--- src/rtl/rnc_pkg.sv ---
package rnc_pkg;
   // Field positions decoded by software
   localparam int BIT_SOFT  = 0;
   localparam int BIT_HARD  = 1;
   localparam int BIT_TRAP  = 4;
   localparam int BIT_EXP   = 7;
   localparam int NUM_CH    = 2;
   // Channel 0 is the debugger NMI, channel 1 the storage NMI
   localparam int CH_BIT [NUM_CH] = '{3, 2};

   typedef enum logic [1:0] {
      CAUSE_SOFT = 2'b01,
      CAUSE_HARD = 2'b10
   } cause_e;
endpackage

--- src/rtl/rnc_flag.sv ---
module rnc_flag #(
   parameter bit WR_SET = 1'b1
) (
   input  logic clk,
   input  logic por_n,
   input  logic clr,
   input  logic wr_en,
   input  logic wr_bit,
   input  logic wr_coproc,
   input  logic busy,
   input  logic ext_set,
   output logic flag
);
   logic nxt;

   always_comb begin
      nxt = flag;
      if (wr_en && !busy) begin
         if (wr_bit) begin
            if (WR_SET) nxt = 1'b1;
         end else if (!wr_coproc) begin
            nxt = 1'b0;
         end
      end
      if (ext_set) nxt = 1'b1;
      if (clr)     nxt = 1'b0;
   end

   always_ff @(posedge clk or negedge por_n) begin
      if (!por_n) flag <= 1'b0;
      else        flag <= nxt;
   end


   busy_hold_chk: assert property (@(posedge clk) disable iff (!por_n)
      (busy && !clr && !ext_set) |=> $stable(flag));

   coproc_noclear_chk: assert property (@(posedge clk) disable iff (!por_n)
      (wr_en && wr_coproc && flag && !clr) |=> flag);

   ext_set_wins_chk: assert property (@(posedge clk) disable iff (!por_n)
      (ext_set && !clr) |=> flag);

   clr_chk: assert property (@(posedge clk) disable iff (!por_n)
      clr |=> !flag);
endmodule

--- src/rtl/rnc_rst_req.sv ---
module rnc_rst_req
   import rnc_pkg::*;
(
   input  logic       clk,
   input  logic       por_n,
   input  logic       wr_en,
   input  logic       wr_hard,
   input  logic       wr_soft,
   output logic       hard_req,
   output logic       soft_req,
   output logic [1:0] cause
);
   logic want_hard, want_soft;

   always_comb begin
      want_hard = wr_en && wr_hard;
      want_soft = wr_en && wr_soft && !wr_hard;
   end

   always_ff @(posedge clk or negedge por_n) begin
      if (!por_n) begin
         hard_req <= 1'b0;
         soft_req <= 1'b0;
         cause    <= CAUSE_HARD;
      end else begin
         hard_req <= want_hard;
         soft_req <= want_soft;
         if (want_hard)      cause <= CAUSE_HARD;
         else if (want_soft) cause <= CAUSE_SOFT;
      end
   end


   cause_onehot_chk: assert property (@(posedge clk) disable iff (!por_n)
      $countones(cause) == 1);

   req_excl_chk: assert property (@(posedge clk) disable iff (!por_n)
      !(hard_req && soft_req));

   hard_issue_chk: assert property (@(posedge clk) disable iff (!por_n)
      (wr_en && wr_hard) |=> (hard_req && cause == CAUSE_HARD));

   soft_issue_chk: assert property (@(posedge clk) disable iff (!por_n)
      (wr_en && wr_soft && !wr_hard) |=> (soft_req && cause == CAUSE_SOFT));
endmodule

--- src/rtl/reset_nmi_ctl.sv ---
module reset_nmi_ctl
   import rnc_pkg::*;
#(
   parameter int DATA_W  = 8,
   parameter bit TRAP_EN = 1'b1
) (
   input  logic              clk,
   input  logic              por_n,
   input  logic              sys_clr,
   input  logic              wr_en,
   input  logic              wr_coproc,
   input  logic [DATA_W-1:0] wr_data,
   output logic [DATA_W-1:0] rd_data,
   input  logic              exp_rst_active,
   input  logic              nmi_busy,
   input  logic              trap_pulse,
   output logic              hard_rst_req,
   output logic              soft_rst_req,
   output logic              nmi_dbg_req,
   output logic              nmi_stor_req
);
   localparam int TOP_BIT = DATA_W - 1;

   if (DATA_W != 8) begin : g_bad_width
      $error("reset_nmi_ctl: DATA_W must be 8");
   end
   if (TOP_BIT != BIT_EXP) begin : g_bad_top
      $error("reset_nmi_ctl: top bit must carry the expansion reset state");
   end

   logic [1:0]        cause;
   logic [NUM_CH-1:0] ch_flag;
   logic              trap_flag;
   logic              unused_bits;

   assign unused_bits = ^{wr_data[6:5], wr_data[TOP_BIT]};

   rnc_rst_req u_rst (
      .clk      (clk),
      .por_n    (por_n),
      .wr_en    (wr_en),
      .wr_hard  (wr_data[BIT_HARD]),
      .wr_soft  (wr_data[BIT_SOFT]),
      .hard_req (hard_rst_req),
      .soft_req (soft_rst_req),
      .cause    (cause)
   );

   for (genvar g = 0; g < NUM_CH; g++) begin : g_ch
      rnc_flag #(.WR_SET(1'b1)) u_flag (
         .clk       (clk),
         .por_n     (por_n),
         .clr       (sys_clr),
         .wr_en     (wr_en),
         .wr_bit    (wr_data[CH_BIT[g]]),
         .wr_coproc (wr_coproc),
         .busy      (nmi_busy),
         .ext_set   (1'b0),
         .flag      (ch_flag[g])
      );
   end

   if (TRAP_EN) begin : g_trap
      rnc_flag #(.WR_SET(1'b0)) u_trap (
         .clk       (clk),
         .por_n     (por_n),
         .clr       (sys_clr),
         .wr_en     (wr_en),
         .wr_bit    (wr_data[BIT_TRAP]),
         .wr_coproc (wr_coproc),
         .busy      (nmi_busy),
         .ext_set   (trap_pulse),
         .flag      (trap_flag)
      );
   end else begin : g_no_trap
      logic unused_trap;
      assign unused_trap = trap_pulse ^ wr_data[BIT_TRAP];
      assign trap_flag   = 1'b0;
   end

   always_comb begin
      rd_data           = '0;
      rd_data[BIT_EXP]  = exp_rst_active;
      rd_data[BIT_TRAP] = trap_flag;
      rd_data[BIT_HARD] = cause[1];
      rd_data[BIT_SOFT] = cause[0];
      for (int c = 0; c < NUM_CH; c++) rd_data[CH_BIT[c]] = ch_flag[c];
   end

   assign nmi_dbg_req  = ch_flag[0] | trap_flag;
   assign nmi_stor_req = ch_flag[1];


   cause_keep_chk: assert property (@(posedge clk) disable iff (!por_n)
      (sys_clr && !wr_en) |=> $stable(cause));
endmodule

--- config.mk ---
export PLATFORM = sky130hd
export DESIGN_NAME = reset_nmi_ctl
export DESIGN_NICKNAME = d
export VERILOG_FILES = /design/src/rtl/rnc_pkg.sv /design/src/rtl/rnc_flag.sv /design/src/rtl/rnc_rst_req.sv /design/src/rtl/reset_nmi_ctl.sv
export SDC_FILE = /design/constraint.sdc
export NUM_CORES = 1
export LEC_CHECK = 0
export ABC_AREA = 1
export BUFFER_PORTS_ARGS = -buffer_cell sky130_fd_sc_hd__clkbuf_2
export CAP_MARGIN = 0
export CELL_PAD_IN_SITES_DETAIL_PLACEMENT = 1
export CELL_PAD_IN_SITES_GLOBAL_PLACEMENT = 1
export CORE_MARGIN = 2
export CORE_UTILIZATION = 25
export DETAILED_ROUTE_END_ITERATION = 10
export PLACE_DENSITY = 0.89
export SYNTH_ARGS = -nofsm -noshare
export SYNTH_HDL_FRONTEND = slang
export SYNTH_SLANG_ARGS = --single-unit
--- constraint.sdc ---
create_clock -name clk -period 2.1 [get_ports clk]
set_input_delay 0.315 -clock clk [delete_from_list [all_inputs] [get_ports clk]]
set_output_delay 0.315 -clock clk [all_outputs]
set_load 0.1 [all_outputs]
Yosys cells after proc, flatten, opt, wreduce, memory -nomap -nowiden
Cells that the tools add are included.
{"block": "totals", "out_inout_bits": 12, "regBits": 7, "inputBits": 16}
{"block": "op_classes", "reduce_logical": 12, "mux": 13, "n_eq_ne": 4, "bitwise": 1}
{"cell": "3-bit by 2-bit inequality test with 1-bit output, second input constant", "count": 4}
{"cell": "1-bit 2-to-1 mux", "count": 11}
{"cell": "1-bit logical AND", "count": 4}
{"cell": "2-bit 2-to-1 mux", "count": 2}
{"cell": "2-bit AND reduction", "count": 2}
{"cell": "2-bit nonzero test", "count": 2}
{"cell": "3-bit AND reduction", "count": 1}
{"cell": "3-bit nonzero test", "count": 1}
{"cell": "1-bit zero test", "count": 2}
{"cell": "1-bit bitwise OR", "count": 1}

Logic depth before layout (Yosys ltp)
Gate-level depths: netlist of the first run.
{"block": "depth", "ltp_word": 5, "ltp_mapped": 6}

Cells and area by module
A second synthesis of the first run with hierarchy kept.
{"block": "unflattened", "hier_cells": 59, "hier_area_um2": 405.4}
{"module": "rnc_flag at g_ch[0].u_flag ...", "cells_each": 14, "n_inst": 2, "area_per_inst_um2": 77.6}
{"module": "rnc_rst_req", "cells_each": 14, "n_inst": 1, "area_per_inst_um2": 141.4}
{"module": "rnc_flag at g_trap.u_trap", "cells_each": 8, "n_inst": 1, "area_per_inst_um2": 56.3}
{"module": "reset_nmi_ctl", "cells_each": 9, "n_inst": 1, "area_per_inst_um2": 52.6}

Worst setup path before layout of the first run
OpenSTA, ideal clock, no wires.
{"block": "synth_path", "kind": "register to output", "start": "reg g_ch[1].u_flag.flag", "end": "out rd_data[2]", "slack_ns": 0.445, "path_stages_with_launch": 2, "arrival_ns": 1.340, "required_ns": 1.785, "cell_sequence": "dfrtp_1 buf_4"}
{"element": "from (decl)", "line_no": "rnc_flag.sv:12", "rtl": "output logic flag"}
{"element": "from (signal assigned)", "line_no": "rnc_flag.sv:31", "rtl": "else flag <= nxt;"}
{"element": "to (decl)", "line_no": "reset_nmi_ctl.sv:13", "rtl": "output logic [DATA_W-1:0] rd_data,"}
No word-level cell between the ends.

Worst setup path in the final report of the first run
{"block": "layout_path", "start": "reg g_trap.u_trap.flag", "end": "out nmi_dbg_req"}
{"block": "layout_between", "elab_chain_len": 1}
{"element": "from (decl)", "line_no": "rnc_flag.sv:12"}
{"element": "from (signal assigned)", "line_no": "rnc_flag.sv:31"}
{"element": "1-bit bitwise OR", "line_no": "reset_nmi_ctl.sv:90", "rtl": "assign nmi_dbg_req = ch_flag[0] | trap_flag;"}
{"element": "to (decl)", "line_no": "reset_nmi_ctl.sv:19", "rtl": "output logic nmi_dbg_req,"}
No other way between the ends.

==> results.tsv, run 1 <==
stage	metric	value	unit
layout	diodes	0	
critical_path	crit_slowest_cell	dfrtp_1	
layout	postLayoutCoreUtil	0.3538	
detailed_routing	drtPass1Iterations	1	
synthesis	synth_cell_types	14	
critical_path	cp-start-kind	flop	
clocking	worstSkewPairLatency	0.26	ns
timing	worst_pin_slew	0.5419	ns
critical_path	crit_required	1.78	ns
detailed_routing	viasPerCell	4.090	
power_and_ir_drop	p_total	435.6	uW
layout	final_layout_size_suffix_gt1_frac	0.4444	
clocking	clk_pin_slew	0.05	ns
critical_path	slowest_delay	0.38	ns
critical_path	arrival	1.29	ns
layout	fill_cells	186	
synthesis	syn_inst	43	
clocking	clk_path_buf_depth	2	
timing	maxSlewViolCount	0	
floorplanning	initial_core_util	0.2663	
timing	fmax	621.2	MHz
placed_design	gp_congestion	0.6253	
detailed_routing	vias	319	
min_path	hold_path_class	input port to flop	
critical_path	crit_chain	or2_2 -> clkbuf_2	
timing	slew-limit-headroom	0.6403	
global_route	antenna_found_initial	0	
clocking	h-tree-depth	1	
detailed_routing	wl	728	um
timing	setup_viol	0	
clocking	numClockSinks	7	
critical_path	cp-startpoint	g_trap.u_trap.flag	
synthesis	synth.avg_cell_area	8.060	sq um
floorplanning	rows	13	
floorplanning	die_w	41.24	um
clocking	cts_tree	built	
synthesis	syn_area	346.6	sq um
synthesis	synth_seq_area_share	0.5090	
global_route	grt_pass1_wl	1048	um
run	drv_cap	0	
global_route	grt_max_degree	8	
synthesis	ys_seq_elements	7	
timing	clock_skew	0	ns
layout	design_area	460.4	sq um
global_route	grt_overflow	0	
floorplanning	io_pins	28	
timing	fin_crit_sh	0.7665	
placed_design	place_area	424.2	sq um
timing	fin_crit	1.610	ns
floorplanning	core_area	1301	sq um
placed_design	hpwl	629.2	um
detailed_routing	drc	0	
detailed_routing	drt-initial-drc-count	0	
floorplanning	die_area	1700	sq um
global_route	grt_usage	0.1122	
clocking	cts_root_buffer	clkbuf_4	
critical_path	path_class	flop to output port	
critical_path	path_max_fanout	3	
detailed_routing	wl_per_cell	9.333	um
synthesis	ys_warn_count	0	
timing	fin_setup_tns	0	ns
placed_design	io_buffers	20	
floorplanning	die_h	41.24	um
critical_path	cp-end-kind	output port	
min_path	hp-start	sys_clr	
detailed_routing	drtAntennaViolNets	0	
power_and_ir_drop	ir_drop	0.0003663	V
power_and_ir_drop	p_per_area	946.1	nW/um^2
layout	layout_commonest_cell	clkbuf_2	
timing	timing.final.hold_violations	0	
layout	final_cell_mix	clkbuf_2, nand2_1, dfrtp_1	
global_route	grt_pass1_vias	273	
timing	rsz0062_at_grt	false	
placed_design	detailedPlace.worstSlack	0.7606	ns
clocking	cts_buffers	3	
layout	final_nets	80	
timing	layout_setup_ws	0.4903	ns
power_and_ir_drop	p_leak	0.2831	nW
critical_path	crit-reg2reg-launch	u_rst.cause[1]	
layout	syn2layout_area_growth	32.85	%
run_status	status	finished, final reports clean	
[synth_stat cells]
master   instances  area share
nand2_1         14        0.15
dfrtp_1          6        0.43
dfstp_2          1       0.076
nor2_2           1       0.018
nor2_1           2       0.022
nand3_1          2       0.029
inv_2            2       0.022
a21oi_1          1       0.014
o21ai_0          1       0.014
or2_2            1       0.018
inv_1            3       0.032
buf_4            6        0.13
o21ai_1          2       0.029
conb_1           1       0.011
[repair_timing]
item,4_1_cts,5_1_grt
endpoints found under the hold margin,6,0
hold buffers,1,0
gates resized for setup,0,0
buffers inserted,0,0
[stage by stage]
step / hold slack, ns / instances
after detailed placement: 0.1578 / 73
after floorplan: 0.01941 / 44
after CTS: 0.2276 / 78
final: 0.2358 / 78
after global routing: 0.2335 / 78
after global placement: 0.1535 / 73
[sequential cells by signal (all words and copies together) (netlist names)]
| register | flops |
|---|---|
| g_ch.u_flag.flag | 2 |
| u_rst.cause | 2 |
| g_trap.u_trap.flag | 1 |
| u_rst.hard_req | 1 |
| u_rst.soft_req | 1 |
[cell families after synthesis]
| family | count (synthesis) | synth area share |
|---|---|---|
| AO/OA/AOI/OAI | 4 | 0.05774 |
| buffers and inverters | 11 | 0.1841 |
| flip-flops | 7 | 0.5090 |
| other | 1 | 0.01082 |
| AND/OR/NAND/NOR | 20 | 0.2383 |
[worst max-delay path: cells and delay by family, from the launching register on]
| family | cells | cell delay, ns |
|---|---|---|
| DFF | 1 | 0.38 |
| and+or+nand+nor | 1 | 0.29 |
| buffers and inverters | 1 | 0.37 |
[area by class of cell]
type                       instances  area, sq um  area share
inverter                           5        18.77     0.04076
timing repair buffer              21        110.1      0.2391
sequential                         7        176.4      0.3832
clock buffer                       4        26.28     0.05707
tap                               15        18.77     0.04076
multi-input combinational         26        110.1      0.2391
[final timing paths]
kind / endpoint / slack, ns / cells after the start
max in group asynchronous: u_rst.cause[1] / 1.43 / 2
max: nmi_dbg_req / 0.49 / 2
min reg2reg: g_ch[0].u_flag.flag / 0.49 / 2
min: g_trap.u_trap.flag / 0.24 / 2
max reg2reg: u_rst.cause[1] / 1.40 / 2
min in group asynchronous: u_rst.soft_req / 0.43 / 2
[layer usage]
| metal | GRT usage | share of wire | vias up |
|---|---|---|---|
| met5 | 0 | 0 | - |
| met4 | 0.07258 | 0.018 | 0 |
| met3 | 0.09783 | 0.12 | 2 |
| met2 | 0.1641 | 0.48 | 16 |
| met1 | 0.1023 | 0.38 | 140 |
| li1 | - | - | 161 |
[report_power, final]
| part | internal (mW) | switching [mW] |
|---|---|---|
| clock | 0.0726 | 0.0504 |
| sequential | 0.147 | 0.00500 |
| combinational | 0.0248 | 0.136 |
| total | 0.244 | 0.192 |
(Power assumes the default switching activity.)
==> run 2: changes to the inputs <==
--- a/config.mk
+++ b/config.mk
@@ -5,15 +5,15 @@
 export SDC_FILE = /design/constraint.sdc
 export NUM_CORES = 1
 export LEC_CHECK = 0
-export ABC_AREA = 1
+export ABC_AREA = 0
 export BUFFER_PORTS_ARGS = -buffer_cell sky130_fd_sc_hd__clkbuf_2
 export CAP_MARGIN = 0
 export CELL_PAD_IN_SITES_DETAIL_PLACEMENT = 1
 export CELL_PAD_IN_SITES_GLOBAL_PLACEMENT = 1
 export CORE_MARGIN = 2
-export CORE_UTILIZATION = 25
+export CORE_UTILIZATION = 23
 export DETAILED_ROUTE_END_ITERATION = 10
-export PLACE_DENSITY = 0.89
+export PLACE_DENSITY = 0.81
 export SYNTH_ARGS = -nofsm -noshare
 export SYNTH_HDL_FRONTEND = slang
 export SYNTH_SLANG_ARGS = --single-unit
==> constraint.sdc (replaced) <==
create_clock -name clk -period 1.36 [get_ports clk]
set_input_delay 0.204 -clock clk [delete_from_list [all_inputs] [get_ports clk]]
set_output_delay 0.204 -clock clk [all_outputs]
set_load 0.1 [all_outputs]
==> run 2 against run 1 <==
Worst setup slack got worse by 0.45 ns. Synthesized cell count decreased by 26%. Die area increased by 13%. Power increased by 62%. Final area increased by 21%. Critical path type unchanged. Critical endpoint unchanged. Highest routed layer is now met3.
==> results.tsv, run 2 <==
stage	metric	value	unit	change
run_status	status	finished, final reports clean		
detailed_routing	wl_met2	341	um	-3.1%
synthesis	ys_warn_count	0		unchanged
critical_path	path_max_fanout	3		unchanged
critical_path	crit_required	1.16	ns	-0.62 ns
critical_path	slowest_delay	0.39	ns	about the same
clocking	numClockSinks	7		unchanged
synthesis	yosys.area_share.simple	0.2749		+0.03665
critical_path	arrival	1.11	ns	-0.18 ns
clocking	cts_tree	built		
critical_path	cp-end-kind	output port		
floorplanning	die_area	1917	sq um	+13%
detailed_routing	drtAntennaViolNets	0		unchanged
clocking	cts_resized	0		unchanged
synthesis	synth_commonest_cells	buf_4, dfrtp_1, nor2_1		
clocking	worstSkewPairLatency	0.25	ns	about the same
clocking	clk_path_buf_depth	2		unchanged
critical_path	path_class	flop to output port		
synthesis	synthTopCellsByArea	dfrtp_1, buf_4, dfstp_2, nor4b_4, nand4bb_1		
layout	diodes	0		unchanged
synthesis	syn_inst	32		-26%
synthesis	ys_seq_elements	7		unchanged
timing	fin_crit	1.318	ns	
synthesis	synth.area.mux_share	0		unchanged
synthesis	syn_area	364.1	sq um	+5.1%
layout	final_nets	71		-11%
placed_design	placedCellCount	63		-14%
critical_path	path_buf_inv	1		unchanged
detailed_routing	wl_met3	71	um	-15%
floorplanning	core_area	1489	sq um	+14%
synthesis	synth_top_cell_by_area	dfrtp_1		
layout	layout_commonest_cell	clkbuf_2		
timing	clock_skew	0	ns	unchanged
detailed_routing	drc	0		unchanged
timing	fmax	759.0	MHz	
floorplanning	initial_core_util	0.2445		-0.02181
synthesis	synth_xor_area_frac	0		unchanged
timing	timing.final.hold_violations	0		unchanged
power_and_ir_drop	p_per_area	1272	nW/um^2	+34%
global_route	grt_usage	0.08562		-0.02662
layout	fill_cells	171		-8.1%
timing	maxSlewViolCount	0		unchanged
timing	setup_viol	0		unchanged
clocking	h-tree-depth	1		unchanged
placed_design	gp_congestion	0.6591		+5.4%
timing	rsz0062_at_grt	false		
global_route	grt_pass1_wl	1159	um	+11%
placed_design	io_buffers	20		unchanged
synthesis	synth_top_family_by_area	simple AND/OR/NAND/NOR gates		
clocking	cts_buffers	3		unchanged
global_route	antenna_found_initial	0		unchanged
layout	final_cell_mix	clkbuf_2, buf_4, dfrtp_1		
floorplanning	die_h	43.79	um	+6.2%
detailed_routing	viasPerCell	4.171		+2.0%
clocking	cts_root_buffer	clkbuf_4		
synthesis	synthAdderAreaFrac	0		unchanged
synthesis	synth_seq_area_share	0.4845		-0.02449
global_route	grt_pass1_vias	281		+2.9%
synthesis	synth-edff-count	0		unchanged
floorplanning	die_w	43.79	um	+6.2%
synthesis	synth_cell_types	17		+3
layout	final_layout_size_suffix_gt1_frac	0.5926		+0.1481
synthesis	synthFlopType	dfrtp_1		
synthesis	synth.avg_cell_area	11.38	sq um	+41%
power_and_ir_drop	p_leak	0.2804	nW	-0.94%
global_route	grt_max_degree	8		unchanged
timing	fin_crit_sh	0.9688		
layout	stdcell_count	70		-10%
layout	syn2layout_area_growth	52.58	%	
critical_path	crit_slowest_cell	dfrtp_1		
detailed_routing	drtPass1Iterations	1		unchanged
detailed_routing	met1_length	279	um	unchanged
power_and_ir_drop	ir_drop	0.0004927	V	+34%
detailed_routing	vias	292		-8.5%
floorplanning	io_pins	28		unchanged
power_and_ir_drop	p_total	706.8	uW	+62%
critical_path	cp-start-kind	flop		
synthesis	synth-compound-area-share	0.09622		+0.03846
detailed_routing	wl	692	um	-4.9%
min_path	hold_path_class	input port to flop		
detailed_routing	wl_per_cell	9.886	um	+5.9%
layout	top_regs	g_ch.u_flag.flag: 2 flops, u_rst.cause: 2 flops		
critical_path	critPathTopFamily	flip-flops		
detailed_routing	drt-initial-drc-count	0		unchanged
synthesis	synth_top_area_share	0.4124		-0.02084
run	drv_cap	0		unchanged
timing	fin_setup_tns	0	ns	unchanged
clocking	clk_pin_slew	0.05	ns	about the same
synthesis	async_flop_share	1.000		unchanged
detailed_routing	top_layer_used	met3		
global_route	grt_overflow	0		unchanged
critical_path	crit_chain	or2_2 -> buf_12		
floorplanning	rows	14		+1
-- run 2: cell types whose count changed after synthesis, sizes merged --
cell	change
and2	+1
a21o	+1
nor4b	+1
nor3b	+1
nand2	-13
nand4bb	+2
inv	-4
nand3	-2
o21ai	-1
nand2b	+2
a211oi	+1
-- run 2: metal layers --
| metal | global-route usage | up-vias |
|---|---|---|
| li1 | - | 144 |
| met1 | 0.1031 | 135 |
| met2 | 0.1235 | 13 |
| met3 | 0.06250 | 0 |
| met4 | 0.01818 | 0 |
| met5 | 0 | - |
-- run 2: final cells by class --
cell class	instances	area (sq um)	share of cell area
Inverter	1	3.754	0.006757
Sequential cell	7	177.7	0.3198
Timing Repair Buffer	23	185.2	0.3333
Tap cell	16	20.02	0.03604
Multi-Input combinational cell	19	142.6	0.2568
Clock buffer	4	26.28	0.04730
-- run 2: path summary, 6_finish.rpt --
path / to / start / slack (ns) / cells past startpoint
max in group asynchronous: u_rst.cause[1] / por_n / 0.80 / 2
min in group asynchronous: u_rst.cause[0] / por_n / 0.33 / 2
setup / recovery: nmi_dbg_req / g_ch[0].u_flag.flag / 0.04 / 2
hold reg to reg: u_rst.cause[0] / u_rst.cause[0] / 0.51 / 2
hold / removal: u_rst.soft_req / wr_data[1] / 0.12 / 2
setup reg to reg: g_trap.u_trap.flag / g_trap.u_trap.flag / 0.57 / 3
-- run 2: stage by stage --
stage                     cell area [sq um]  utilization  hold slack [ns]  setup slack (ns)
after floorplan                       369.1            -         -0.09159            0.1094
after global placement                504.2       0.3387          0.04693            0.2464
after detailed placement              504.2       0.3387          0.05150            0.2392
after CTS                             548.0       0.3681           0.1196           0.01375
after global routing                  555.5       0.3731           0.1150          0.002082
final                                 555.5       0.3731           0.1195           0.04250
-- run 2: kinds of logic after synthesis --
group / count (synthesis)
other: 1
and+or+nand+nor: 12
buffers and inverters: 7
DFF: 7
AOI/OAI and AO/OA: 5
-- run 2: report_power, final --
group	switching, mW	total, mW	internal [mW]
Combinational	0.206	0.287	0.0812
Clock	0.0722	0.184	0.112
Sequential	0.00911	0.235	0.226
-- run 2: timing repair --
action | CTS | global route
setup endpoints to repair | 1 | 1
buffers inserted | 1 | 1
hold buffers | 1 | 0
endpoints found under the hold margin | 6 | 0
==> run 3: changes to the inputs <==
--- a/config.mk
+++ b/config.mk
@@ -9,11 +9,11 @@
 export BUFFER_PORTS_ARGS = -buffer_cell sky130_fd_sc_hd__clkbuf_2
 export CAP_MARGIN = 0
 export CELL_PAD_IN_SITES_DETAIL_PLACEMENT = 1
-export CELL_PAD_IN_SITES_GLOBAL_PLACEMENT = 1
+export CELL_PAD_IN_SITES_GLOBAL_PLACEMENT = 2
 export CORE_MARGIN = 2
-export CORE_UTILIZATION = 23
+export CORE_UTILIZATION = 17
 export DETAILED_ROUTE_END_ITERATION = 10
-export PLACE_DENSITY = 0.81
+export PLACE_DENSITY = 0.79
 export SYNTH_ARGS = -nofsm -noshare
 export SYNTH_HDL_FRONTEND = slang
 export SYNTH_SLANG_ARGS = --single-unit
==> run 3 against run 2 <==
Sequential share of layout area down 1.6 points. Critical path type unchanged. First-iteration DRC count unchanged. Core utilization down 7.8 points. Via count up 2.7%.
==> results.tsv, run 3 (synthesis gave the netlist of run 2 again) <==
stage	metric	value	unit	change
run_status	status	finished, final reports clean		
layout	layout_commonest_cell	clkbuf_2		
critical_path	arrival	1.04	ns	-0.07 ns
detailed_routing	wl_per_cell	10.12	um	+2.4%
timing	maxSlewViolCount	0		unchanged
critical_path	cp-end-kind	output port		
timing	fin_setup_tns	0	ns	unchanged
global_route	antenna_found_initial	0		unchanged
clocking	numClockSinks	7		unchanged
timing	whs	0.1249	ns	+0.005398 ns
floorplanning	die_area	2528	sq um	+32%
power_and_ir_drop	p_leak	0.2833	nW	+1.0%
floorplanning	core_area	1982	sq um	+33%
placed_design	placedCellCount	74		+17%
timing	clock_skew	0	ns	unchanged
layout	diodes	0		unchanged
detailed_routing	drtAntennaViolNets	0		unchanged
layout	stdcell_count	81		+16%
layout	top_regs	g_ch.u_flag.flag: 2 flops, u_rst.cause: 2 flops		
layout	postLayoutCoreUtil	0.2948		-0.07829
power_and_ir_drop	ir_drop	0.0003278	V	-33%
run	drv_cap	0		unchanged
floorplanning	io_pins	28		unchanged
clocking	cts_tree	built		
layout	final_layout_size_suffix_gt1_frac	0.5926		unchanged
timing	fin_crit	1.244	ns	-0.07396 ns
detailed_routing	drtPass1Iterations	1		unchanged
floorplanning	die_h	50.28	um	+15%
critical_path	path_class	flop to output port		
critical_path	cp-start-kind	flop		
floorplanning	rows	16		+2
power_and_ir_drop	p_total	718.4	uW	+1.6%
detailed_routing	drc	0		unchanged
timing	setup_viol	0		unchanged
global_route	grt_overflow	0		unchanged
timing	timing.final.hold_violations	0		unchanged
clocking	worstSkewPairLatency	0.24	ns	about the same
timing	fmax	804.2	MHz	+5.9%
clocking	cts_buffers	3		unchanged
placed_design	gp_congestion	0.6252		-5.1%
placed_design	hpwl	683.5	um	
min_path	hold_path_class	input port to flop		
clocking	clk_pin_slew	0.06	ns	about the same
detailed_routing	drt-initial-drc-count	0		unchanged
floorplanning	die_w	50.28	um	+15%
placed_design	io_buffers	20		unchanged
power_and_ir_drop	p_per_area	1229	nW/um^2	-3.4%
global_route	grt_pass1_wl	1531	um	+32%
detailed_routing	wl	820	um	+18%
layout	final_nets	71		unchanged
critical_path	path_max_fanout	2		-1
floorplanning	initial_core_util	0.1837		-0.06083
critical_path	crit_required	1.16	ns	about the same
layout	final_cell_mix	clkbuf_2, buf_4, dfrtp_1		
global_route	grt_max_degree	8		unchanged
detailed_routing	viasPerCell	3.704		-11%
clocking	cts_root_buffer	clkbuf_4		
clocking	clk_path_buf_depth	2		unchanged
global_route	grt_pass1_vias	335		+19%
clocking	h-tree-depth	1		unchanged
detailed_routing	vias	300		+2.7%
layout	syn2layout_area_growth	60.48	%	
global_route	grt_usage	0.08150		-0.004112
timing	rsz0062_at_grt	false		
timing	fin_crit_sh	0.9144		-0.05438
==> run 3: cell count changes in the layout (fill, tap and decap cells not counted) <==
cell / before / now
buf_12: 3 / 4
buf_4: 8 / 7
or2_2: 1 / 0
or2_4: 0 / 1
==> run 3: cell type report <==
cell class | count | area, sq um
Tap cell | 27 | 33.78
Fill cell | 228 | 1398
Multi-Input combinational cell | 19 | 145.1
Inverter | 1 | 3.754
Sequential cell | 7 | 177.7
Timing Repair Buffer | 23 | 197.7
Clock buffer | 4 | 26.28
==> run 3: power breakdown <==
group          internal [mW]  switching [mW]
sequential             0.226         0.00956
combinational         0.0872           0.209
clock                  0.112          0.0747
==> run 3: path summary, 6_finish.rpt <==
kind,startpoint,to,slack [ns],cells past startpoint
hold reg to reg,u_rst.cause[0],u_rst.cause[0],0.50,2
setup / recovery,g_trap.u_trap.flag,nmi_dbg_req,0.12,2
setup reg to reg,g_trap.u_trap.flag,g_trap.u_trap.flag,0.56,3
hold / removal,wr_data[1],u_rst.soft_req,0.12,2
min in group asynchronous,por_n,g_ch[0].u_flag.flag,0.34,2
max in group asynchronous,por_n,u_rst.cause[1],0.78,2
==> run 3: critical path, cell delays in order, from the launching register on <==
cell	delay (ns)
dfrtp_1	0.37
or2_4	0.26
buf_12	0.16
==> run 3: through the flow <==
stage,area (sq um),setup slack (ns)
after global placement,530.5,0.2395
after CTS,581.8,0.04002
after floorplan,369.1,0.1094
after detailed placement,530.5,0.2409
final,584.3,0.1165
after global routing,584.3,0.06100
==> run 3: layer usage <==
layer / up-vias / GRT usage / wire length, um
met2: 13 / 0.1250 / 391
li1: 144 / - / -
met4: 0 / 0.03241 / 0
met3: 0 / 0.02976 / 77
met5: - / 0 / 0
met1: 143 / 0.1028 / 351
==> run 3: repair_timing <==
item	CTS	global route
cloned	0	0
resized for setup	0	1
setup buffers	2	0
endpoints found under the setup margin	1	1
endpoints found under the hold margin	6	0
hold buffers	1	0
pin swaps	0	0
